$ cat config.mk
export PLATFORM = sky130hd
export DESIGN_NAME = cpu_irq_dest
export DESIGN_NICKNAME = d
export VERILOG_FILES = /design/src/rtl/cid_pkg.sv /design/src/rtl/cid_prio_enc.sv /design/src/rtl/cid_cfg_regs.sv /design/src/rtl/cpu_irq_dest.sv
export SDC_FILE = /design/constraint.sdc
export NUM_CORES = 1
export LEC_CHECK = 0
export ABC_AREA = 1
export BUFFER_PORTS_ARGS = -buffer_cell sky130_fd_sc_hd__buf_2
export CORE_ASPECT_RATIO = 1.25
export CORE_MARGIN = 4
export CORE_UTILIZATION = 40
export CTS_BUF_LIST = sky130_fd_sc_hd__clkbuf_2 sky130_fd_sc_hd__clkbuf_4 sky130_fd_sc_hd__clkbuf_8
export CTS_CLUSTER_SIZE = 30
export DETAILED_ROUTE_END_ITERATION = 7
export GPL_TIMING_DRIVEN = 0
export SETUP_SLACK_MARGIN = 0.5
export SKIP_CTS_REPAIR_TIMING = 1
export SYNTH_ARGS = -nofsm -noshare
export SYNTH_HDL_FRONTEND = slang
export SYNTH_HIERARCHICAL = 1
export SYNTH_SLANG_ARGS = --single-unit
$ cat constraint.sdc
create_clock -name clk_i -period 44.4 [get_ports clk_i]
set_input_delay 8.88 -clock clk_i [delete_from_list [all_inputs] [get_ports clk_i]]
set_output_delay 8.88 -clock clk_i [all_outputs]
set_load 0.01 [all_outputs]
$ cat src/rtl/cid_pkg.sv
package cid_pkg;
  localparam int unsigned CID_PRIO_W  = 4;
  localparam int unsigned CID_VEC_W   = 8;
  localparam int unsigned CID_NUM_SRC = 16;
endpackage

$ cat src/rtl/cid_prio_enc.sv
module cid_prio_enc #(
  parameter int unsigned NUM_SRC = 16,
  parameter int unsigned PRIO_W  = 4,
  localparam int unsigned SRC_W  = $clog2(NUM_SRC)
) (
  input  logic [NUM_SRC-1:0]        bits_i,
  input  logic [NUM_SRC*PRIO_W-1:0] prio_i,
  output logic                      any_o,
  output logic [SRC_W-1:0]          idx_o,
  output logic [PRIO_W-1:0]         prio_o
);
  // Scan from high index down with >=, so the lowest index wins ties.
  always_comb begin
    any_o  = 1'b0;
    idx_o  = '0;
    prio_o = '0;
    for (int i = NUM_SRC-1; i >= 0; i--) begin
      if (bits_i[i] && (!any_o || prio_i[i*PRIO_W +: PRIO_W] >= prio_o)) begin
        any_o  = 1'b1;
        idx_o  = SRC_W'(i);
        prio_o = prio_i[i*PRIO_W +: PRIO_W];
      end
    end
  end
endmodule

$ cat src/rtl/cid_cfg_regs.sv
module cid_cfg_regs #(
  parameter int unsigned PRIO_W = 4,
  parameter int unsigned VEC_W  = 8
) (
  input  logic              clk_i,
  input  logic              rst_ni,
  input  logic              ctp_we_i,
  input  logic [PRIO_W-1:0] ctp_wdata_i,
  input  logic              spv_we_i,
  input  logic [VEC_W-1:0]  spv_wdata_i,
  output logic [PRIO_W-1:0] ctp_o,
  output logic [VEC_W-1:0]  spv_o
);
  always_ff @(posedge clk_i or negedge rst_ni) begin
    if (!rst_ni) begin
      ctp_o <= '1;
      spv_o <= '1;
    end else begin
      if (ctp_we_i) ctp_o <= ctp_wdata_i;
      if (spv_we_i) spv_o <= spv_wdata_i;
    end
  end
endmodule

$ cat src/rtl/cpu_irq_dest.sv
module cpu_irq_dest import cid_pkg::*; #(
  parameter int unsigned NUM_SRC = CID_NUM_SRC,
  parameter int unsigned PRIO_W  = CID_PRIO_W,
  parameter int unsigned VEC_W   = CID_VEC_W,
  localparam int unsigned SRC_W  = $clog2(NUM_SRC)
) (
  input  logic                      clk_i,
  input  logic                      rst_ni,
  input  logic [NUM_SRC*PRIO_W-1:0] src_prio_i,
  input  logic [NUM_SRC*VEC_W-1:0]  src_vec_i,
  input  logic                      req_valid_i,
  input  logic [SRC_W-1:0]          req_src_i,
  input  logic [PRIO_W-1:0]         req_prio_i,
  output logic [NUM_SRC-1:0]        act_set_o,
  input  logic                      ctp_we_i,
  input  logic [PRIO_W-1:0]         ctp_wdata_i,
  output logic [PRIO_W-1:0]         ctp_o,
  input  logic                      spv_we_i,
  input  logic [VEC_W-1:0]          spv_wdata_i,
  input  logic                      iack_i,
  output logic [VEC_W-1:0]          iack_vec_o,
  input  logic                      eoi_i,
  output logic                      irq_o,
  output logic [NUM_SRC-1:0]        raised_o,
  output logic [NUM_SRC-1:0]        servicing_o
);
  logic [NUM_SRC-1:0] raised_q, raised_d, serv_q, serv_d, serv_post;
  logic               irq_q, irq_d;
  logic [VEC_W-1:0]   spv;

  logic              r_any, s_any, p_any;
  logic [SRC_W-1:0]  r_idx, s_idx, p_idx;
  logic [PRIO_W-1:0] r_prio, s_prio, p_prio;

  logic req_hit, req_fire, eoi_go, eoi_fire;

  cid_cfg_regs #(.PRIO_W(PRIO_W), .VEC_W(VEC_W)) i_cfg (
    .clk_i       (clk_i),
    .rst_ni      (rst_ni),
    .ctp_we_i    (ctp_we_i),
    .ctp_wdata_i (ctp_wdata_i),
    .spv_we_i    (spv_we_i),
    .spv_wdata_i (spv_wdata_i),
    .ctp_o       (ctp_o),
    .spv_o       (spv)
  );

  // Best raised source
  cid_prio_enc #(.NUM_SRC(NUM_SRC), .PRIO_W(PRIO_W)) i_enc_raised (
    .bits_i (raised_q), .prio_i (src_prio_i),
    .any_o  (r_any), .idx_o (r_idx), .prio_o (r_prio)
  );

  // Best source in service
  cid_prio_enc #(.NUM_SRC(NUM_SRC), .PRIO_W(PRIO_W)) i_enc_serv (
    .bits_i (serv_q), .prio_i (src_prio_i),
    .any_o  (s_any), .idx_o (s_idx), .prio_o (s_prio)
  );

  // Best source left in service after end-of-interrupt
  always_comb begin
    serv_post = serv_q;
    if (s_any) serv_post[s_idx] = 1'b0;
  end

  cid_prio_enc #(.NUM_SRC(NUM_SRC), .PRIO_W(PRIO_W)) i_enc_post (
    .bits_i (serv_post), .prio_i (src_prio_i),
    .any_o  (p_any), .idx_o (p_idx), .prio_o (p_prio)
  );

  assign req_hit  = req_valid_i && (req_prio_i > ctp_o) && !raised_q[req_src_i];
  assign req_fire = req_hit && (!r_any || req_prio_i >= r_prio)
                            && (!s_any || req_prio_i >= s_prio);
  assign eoi_go   = eoi_i && !iack_i;
  assign eoi_fire = eoi_go && r_any && (!p_any || r_prio > p_prio);

  always_comb begin
    act_set_o = '0;
    if (req_hit) act_set_o[req_src_i] = 1'b1;
  end

  assign iack_vec_o = r_any ? src_vec_i[r_idx*VEC_W +: VEC_W] : spv;

  always_comb begin
    raised_d = raised_q;
    serv_d   = eoi_go ? serv_post : serv_q;
    irq_d    = irq_q;
    if (iack_i) begin
      irq_d = 1'b0;
      if (r_any) begin
        raised_d[r_idx] = 1'b0;
        serv_d[r_idx]   = 1'b1;
      end
    end
    if (req_hit) raised_d[req_src_i] = 1'b1;
    if (req_fire || eoi_fire) irq_d = 1'b1;
  end

  always_ff @(posedge clk_i or negedge rst_ni) begin
    if (!rst_ni) begin
      raised_q <= '0;
      serv_q   <= '0;
      irq_q    <= 1'b0;
    end else begin
      raised_q <= raised_d;
      serv_q   <= serv_d;
      irq_q    <= irq_d;
    end
  end

  assign irq_o       = irq_q;
  assign raised_o    = raised_q;
  assign servicing_o = serv_q;
endmodule

# Yosys cells after proc, flatten, opt, wreduce, memory -nomap -nowiden
# Cells that the tools add are included.
[op_classes]
n_shift = 1
n_lt_le_gt_ge = 55
n_mux = 147
n_reduce_logical = 155
bitwise_logic = 6
[op_table]
columns = ["cell", "n"]
rows = [
  ["4-bit 2-to-1 mux", 80],
  ["4-bit greater-or-equal comparator", 47],
  ["16-bit 2-to-1 mux", 8],
  ["128-bit by 8-bit variable part select with 8-bit output", 1],
  ["1-bit logical AND", 55],
  ["1-bit 2-to-1 mux", 54],
  ["1-bit logical NOT", 50],
  ["1-bit logical OR", 49],
  ["16-bit bitwise AND", 2],
  ["16-bit NOT", 2],
  ["16-bit OR", 2],
  ["4-bit by 5-bit less-than comparator with 1-bit output (second input constant)", 3],
  ["1-bit demux with 4-bit select", 3],
  ["4-bit by 1-bit greater-or-equal comparator with 1-bit output (second input constant)", 3],
  ["4-bit > comparator", 2],
  ["8-bit 2-to-1 mux", 1],
  ["1-bit binary-select mux with 4-bit select", 1],
  ["2-bit nonzero test", 1],
]
[totals]
output_inout_bits = 61
elab_cells = 369
in_bits = 219
register_bits = 45

# Depth between registers and ports, before layout
[depth]
word_depth = 134
ltp_mapped = 316
mapped_depth_nobuf = 314

# Modules after synthesis
# The synthesis kept the hierarchy.
[by_module_without_submodules]
columns = ["mod", "area_each_um2", "n_inst", "cells_each", "seq_area_each_um2"]
rows = [
  ["cpu_irq_dest", 3728.6, 1, 645, 825.8],
  ["cid_prio_enc at i_enc_serv", 2618.8, 1, 441, 0.0],
  ["cid_prio_enc at i_enc_raised", 2558.7, 1, 441, 0.0],
  ["cid_prio_enc at i_enc_post", 2543.7, 1, 446, 0.0],
  ["cid_cfg_regs", 469.2, 1, 51, 315.3],
]

# Worst setup path after synthesis
# Ideal clock, no wire load.
[synth_timing]
path_type = "input-to-reg"
start = "input port src_prio_i[60]"
end = "register irq_q, in the netlist irq_o"
arrival_ns = 40.740
slack_ns = 3.541
setup_ns = 0.119
stages = 284
required_time_ns = 44.281
n_path_buf = 1
cell_sequence = "nand2_1 inv_1 ha_1 nand2_1 inv_1 nand2_1 nand4_1 nand2_1 o21ai_0 ha_1 inv_1 nor2_1 o21ai_0 nand4_1 nand2_1 o21ai_0 ha_1 inv_1 [248 not listed] o21ai_0 nand2_1 a21oi_1 nand2_1 nand2_2 clkinv_2 nand2_1 nand2_1 inv_1 ha_1 inv_1 nor2_1 o21ai_0 nand2_1 nand2_1 nand2_1 a21oi_1 nand2_1"
[synth_between]
elab_chain_cells = 134
elab_cells_between_ends = 311
classes_between = "order compare: 50; mux: 113; bitwise: 2; reduce/logical: 146"
[synth_rtl]
columns = ["item", "line_no", "source"]
rows = [
  ["start: declaration", "cpu_irq_dest.sv:9", "input logic [NUM_SRC*PRIO_W-1:0] src_prio_i,"],
  ["4-bit 2-to-1 mux (*)", "cid_prio_enc.sv:18", "if (bits_i[i] && (!any_o || prio_i[i*PRIO_W +: PRIO_W] >= prio_o)) begin"],
  ["4-bit greater-or-equal comparator", "cid_prio_enc.sv:18", ""],
  ["1-bit logical OR", "cid_prio_enc.sv:18", ""],
  ["1-bit logical AND", "cid_prio_enc.sv:18", ""],
  ["4-bit 2-to-1 mux or 1-bit 2-to-1 mux (tied branches)", "cid_prio_enc.sv:18", ""],
  ["4-bit greater-or-equal comparator or 1-bit logical NOT (tied branches)", "cid_prio_enc.sv:18", ""],
  ["1-bit logical OR", "cid_prio_enc.sv:18", ""],
  ["1-bit logical AND", "cid_prio_enc.sv:18", ""],
  ["[53 not listed]", "-", ""],
  ["via s_idx[1]", "cpu_irq_dest.sv:32", "logic [SRC_W-1:0] r_idx, s_idx, p_idx;"],
  ["[7 not listed]", "-", ""],
  ["via serv_post[15]", "cpu_irq_dest.sv:27", "logic [NUM_SRC-1:0] raised_q, raised_d, serv_q, serv_d, serv_post;"],
  ["[59 not listed]", "-", ""],
  ["1-bit logical AND", "cid_prio_enc.sv:18", ""],
  ["4-bit 2-to-1 mux (*)", "cid_prio_enc.sv:18", ""],
  ["via p_prio[1]", "cpu_irq_dest.sv:33", "logic [PRIO_W-1:0] r_prio, s_prio, p_prio;"],
  ["4-bit > comparator (*)", "cpu_irq_dest.sv:75", "assign eoi_fire = eoi_go && r_any && (!p_any || r_prio > p_prio);"],
  ["1-bit logical OR (*)", "cpu_irq_dest.sv:75", ""],
  ["1-bit logical AND (*)", "cpu_irq_dest.sv:75", ""],
  ["1-bit logical OR (*)", "cpu_irq_dest.sv:96", "if (req_fire || eoi_fire) irq_d = 1'b1;"],
  ["1-bit 2-to-1 mux or 2-bit nonzero test (tied branches)", "-", ""],
  ["end signal: assignment", "cpu_irq_dest.sv:107", "irq_q <= irq_d;"],
  ["end: declaration", "cpu_irq_dest.sv:28", "logic irq_q, irq_d;"],
]
# Mark *: on every way through the listed nets, which the timed path passes. The rest lies on a longest branch.
# A chain may end at the register's enable or synchronous reset.

# Final worst setup path
# Ends and elaborated chain as after synthesis.

==> run_results.csv <==
group,metric,value,unit
run_status,status,"finished clean",
cts,numCtsBuffers,5,
finish,utilization,0.518,
cts,clk_pin_slew,0.08,ns
finish,area_growth,28.1,%
die,die_h,200,um
yosys,yosys_warnings,6,
critical_path,crit_type,"primary input to flip-flop",
placement,io_buffers,277,
critical_path,crit_top_cell,"nand2_1",
drt,vias,13900,
cts,cts.sinks,45,
placement,gp_congestion,0.922,
sta,max_freq,0.0242,GHz
hold_path,hold_path.startpoint,"i_cfg/spv_o[4]",
yosys,netlist_instances,1996,
yosys,syn_area_per_cell,5.90,um2
critical_path,required,44.60,ns
sta,finalHoldViolCount,0,
sta,period_share,0.930,
global_route,grt_pass1_vias,13000,
finish,fillers,3141,
placement,hpwl,35.3,mm
job,maxCapViolCount,0,
die,num_rows,70,
critical_path,timing.rr.start,"servicing_o[15]",
drt,vias_per_cell,5.05,
die,die_area,32300,um2
drt,drt_iter0_drc,594,
drt,ant_nets,0,
yosys,synth_fp_nets,2390,
finish,seq_area,1140,um2
critical_path,critical_path.max_stage_delay,0.38,ns
sta,setup_violations,0,
global_route,antenna_found_initial,3,
global_route,grt_max_degree,46,
global_route,track_usage,0.243,
sta,worst_pin_slew,1.05,ns
drt,wl_per_cell,15.3,um
critical_path,crit_family,"simple AND/OR/NAND/NOR gates",
critical_path,crit_path_start,"src_prio_i[60]",
cts,clock_latency,0.32,ns
finish,nNetsFinal,2738,
cts,cts_tree,"done",
finish,multi_input_area,10000,um2
critical_path,crit_slowest_cell,"a211oi_4",
global_route,overflow,0,
cts,htreeDepth,2,
sta,whs,0.464,ns
finish,finalInstanceArea,15100,um2
global_route,grt_pass1_wl,64.7,mm
finish,final_common_cell,"nand2_1",
critical_path,worst_setup_path_start_kind,"primary input",
cts,root_buffer,"clkbuf_8",
hold_path,hp-class,"flip-flop to flip-flop",
critical_path,critPathMaxFanout,8,
drt,dr.pass1.iters,6,
critical_path,end_kind,"flip-flop",
sta,rsz0062_at_grt,"yes",
finish,final_cell_mix,"nand2_1 (621), buf_2 (287), inv_1 (285), nand3_1 (180), ha_1 (159)",
drt,wirelength,42.0,mm
sta,slew_headroom,0.303,
sta,setup_ws,3.12,ns
die,design.core.area,29200,um2
finish,drive_above_1_share,0.301,
drt,drc_errors,0,
yosys,synth_area,11800,um2
placement,place_area,13700,um2
critical_path,arrival,41.49,ns
die,die_x,162,um
sta,period_minus_slack,41.28,ns
sta,slew_violations,0,
critical_path,critPathBufInv,38,
die,io_pins,280,
placement,pre_cts_ws,-1.44,ns
cts,cts_buffer_depth,2,
sta,finClkSkew,0.0115,ns
die,start_util,0.404,
==> final timing paths <==
| check | slack (ns) | end | cells past startpoint |
|---|---|---|---|
| setup / recovery | 3.12 | irq_o | 286 |
| hold / removal | 0.46 | i_cfg/spv_o[4] | 2 |
| setup reg to reg | 11.18 | irq_o | 285 |
| hold reg to reg | 0.46 | i_cfg/spv_o[4] | 2 |
| max in group asynchronous | 35.01 | raised_o[2] | 1 |
| min in group asynchronous | 8.76 | raised_o[12] | 1 |
==> state kept, by name, summed over array words and instances, names as in the netlist <==
name / cells
irq_o: 1
i_cfg/spv_o: 8
i_cfg/ctp_o: 4
raised_o: 16
servicing_o: 16
==> worst reg2reg max path: cells and delay by family, from the launching register on <==
family / cells / cell delay [ns]
flops: 1 / 0.45
compound gates: 79 / 10.07
buf+inv: 36 / 2.59
simple gates: 139 / 11.95
fa+ha+maj: 31 / 8.04
==> metal layers <==
metal / GRT usage / share of wire / wire [um]
met5: 0 / 0.00031 / 13
met4: 0.0705 / 0.033 / 1400
met3: 0.0304 / 0.048 / 2000
met2: 0.444 / 0.50 / 21200
met1: 0.301 / 0.42 / 17400
==> layout make-up <==
class	count	share of cell area
multi-input cells	1595	0.663
repair buffers	338	0.124
inverters	324	0.0816
flip-flops and latches	45	0.0756
well taps	396	0.0328
plain buffers	35	0.0145
clock buffers	6	0.00506
clock inverters	2	0.00257
diodes	4	0.000663
==> through the flow <==
step	setup TNS (ns)	cells
global route	-0.132	2743
global placement	-0.500	2669
finish	0	2745
floorplan	0	1996
CTS	-1.26	2677
detailed placement	-1.44	2669
Power is left out: the tool's default activity adds up to more than one toggle a clock period on the data nets, which glitch-free logic cannot reach.
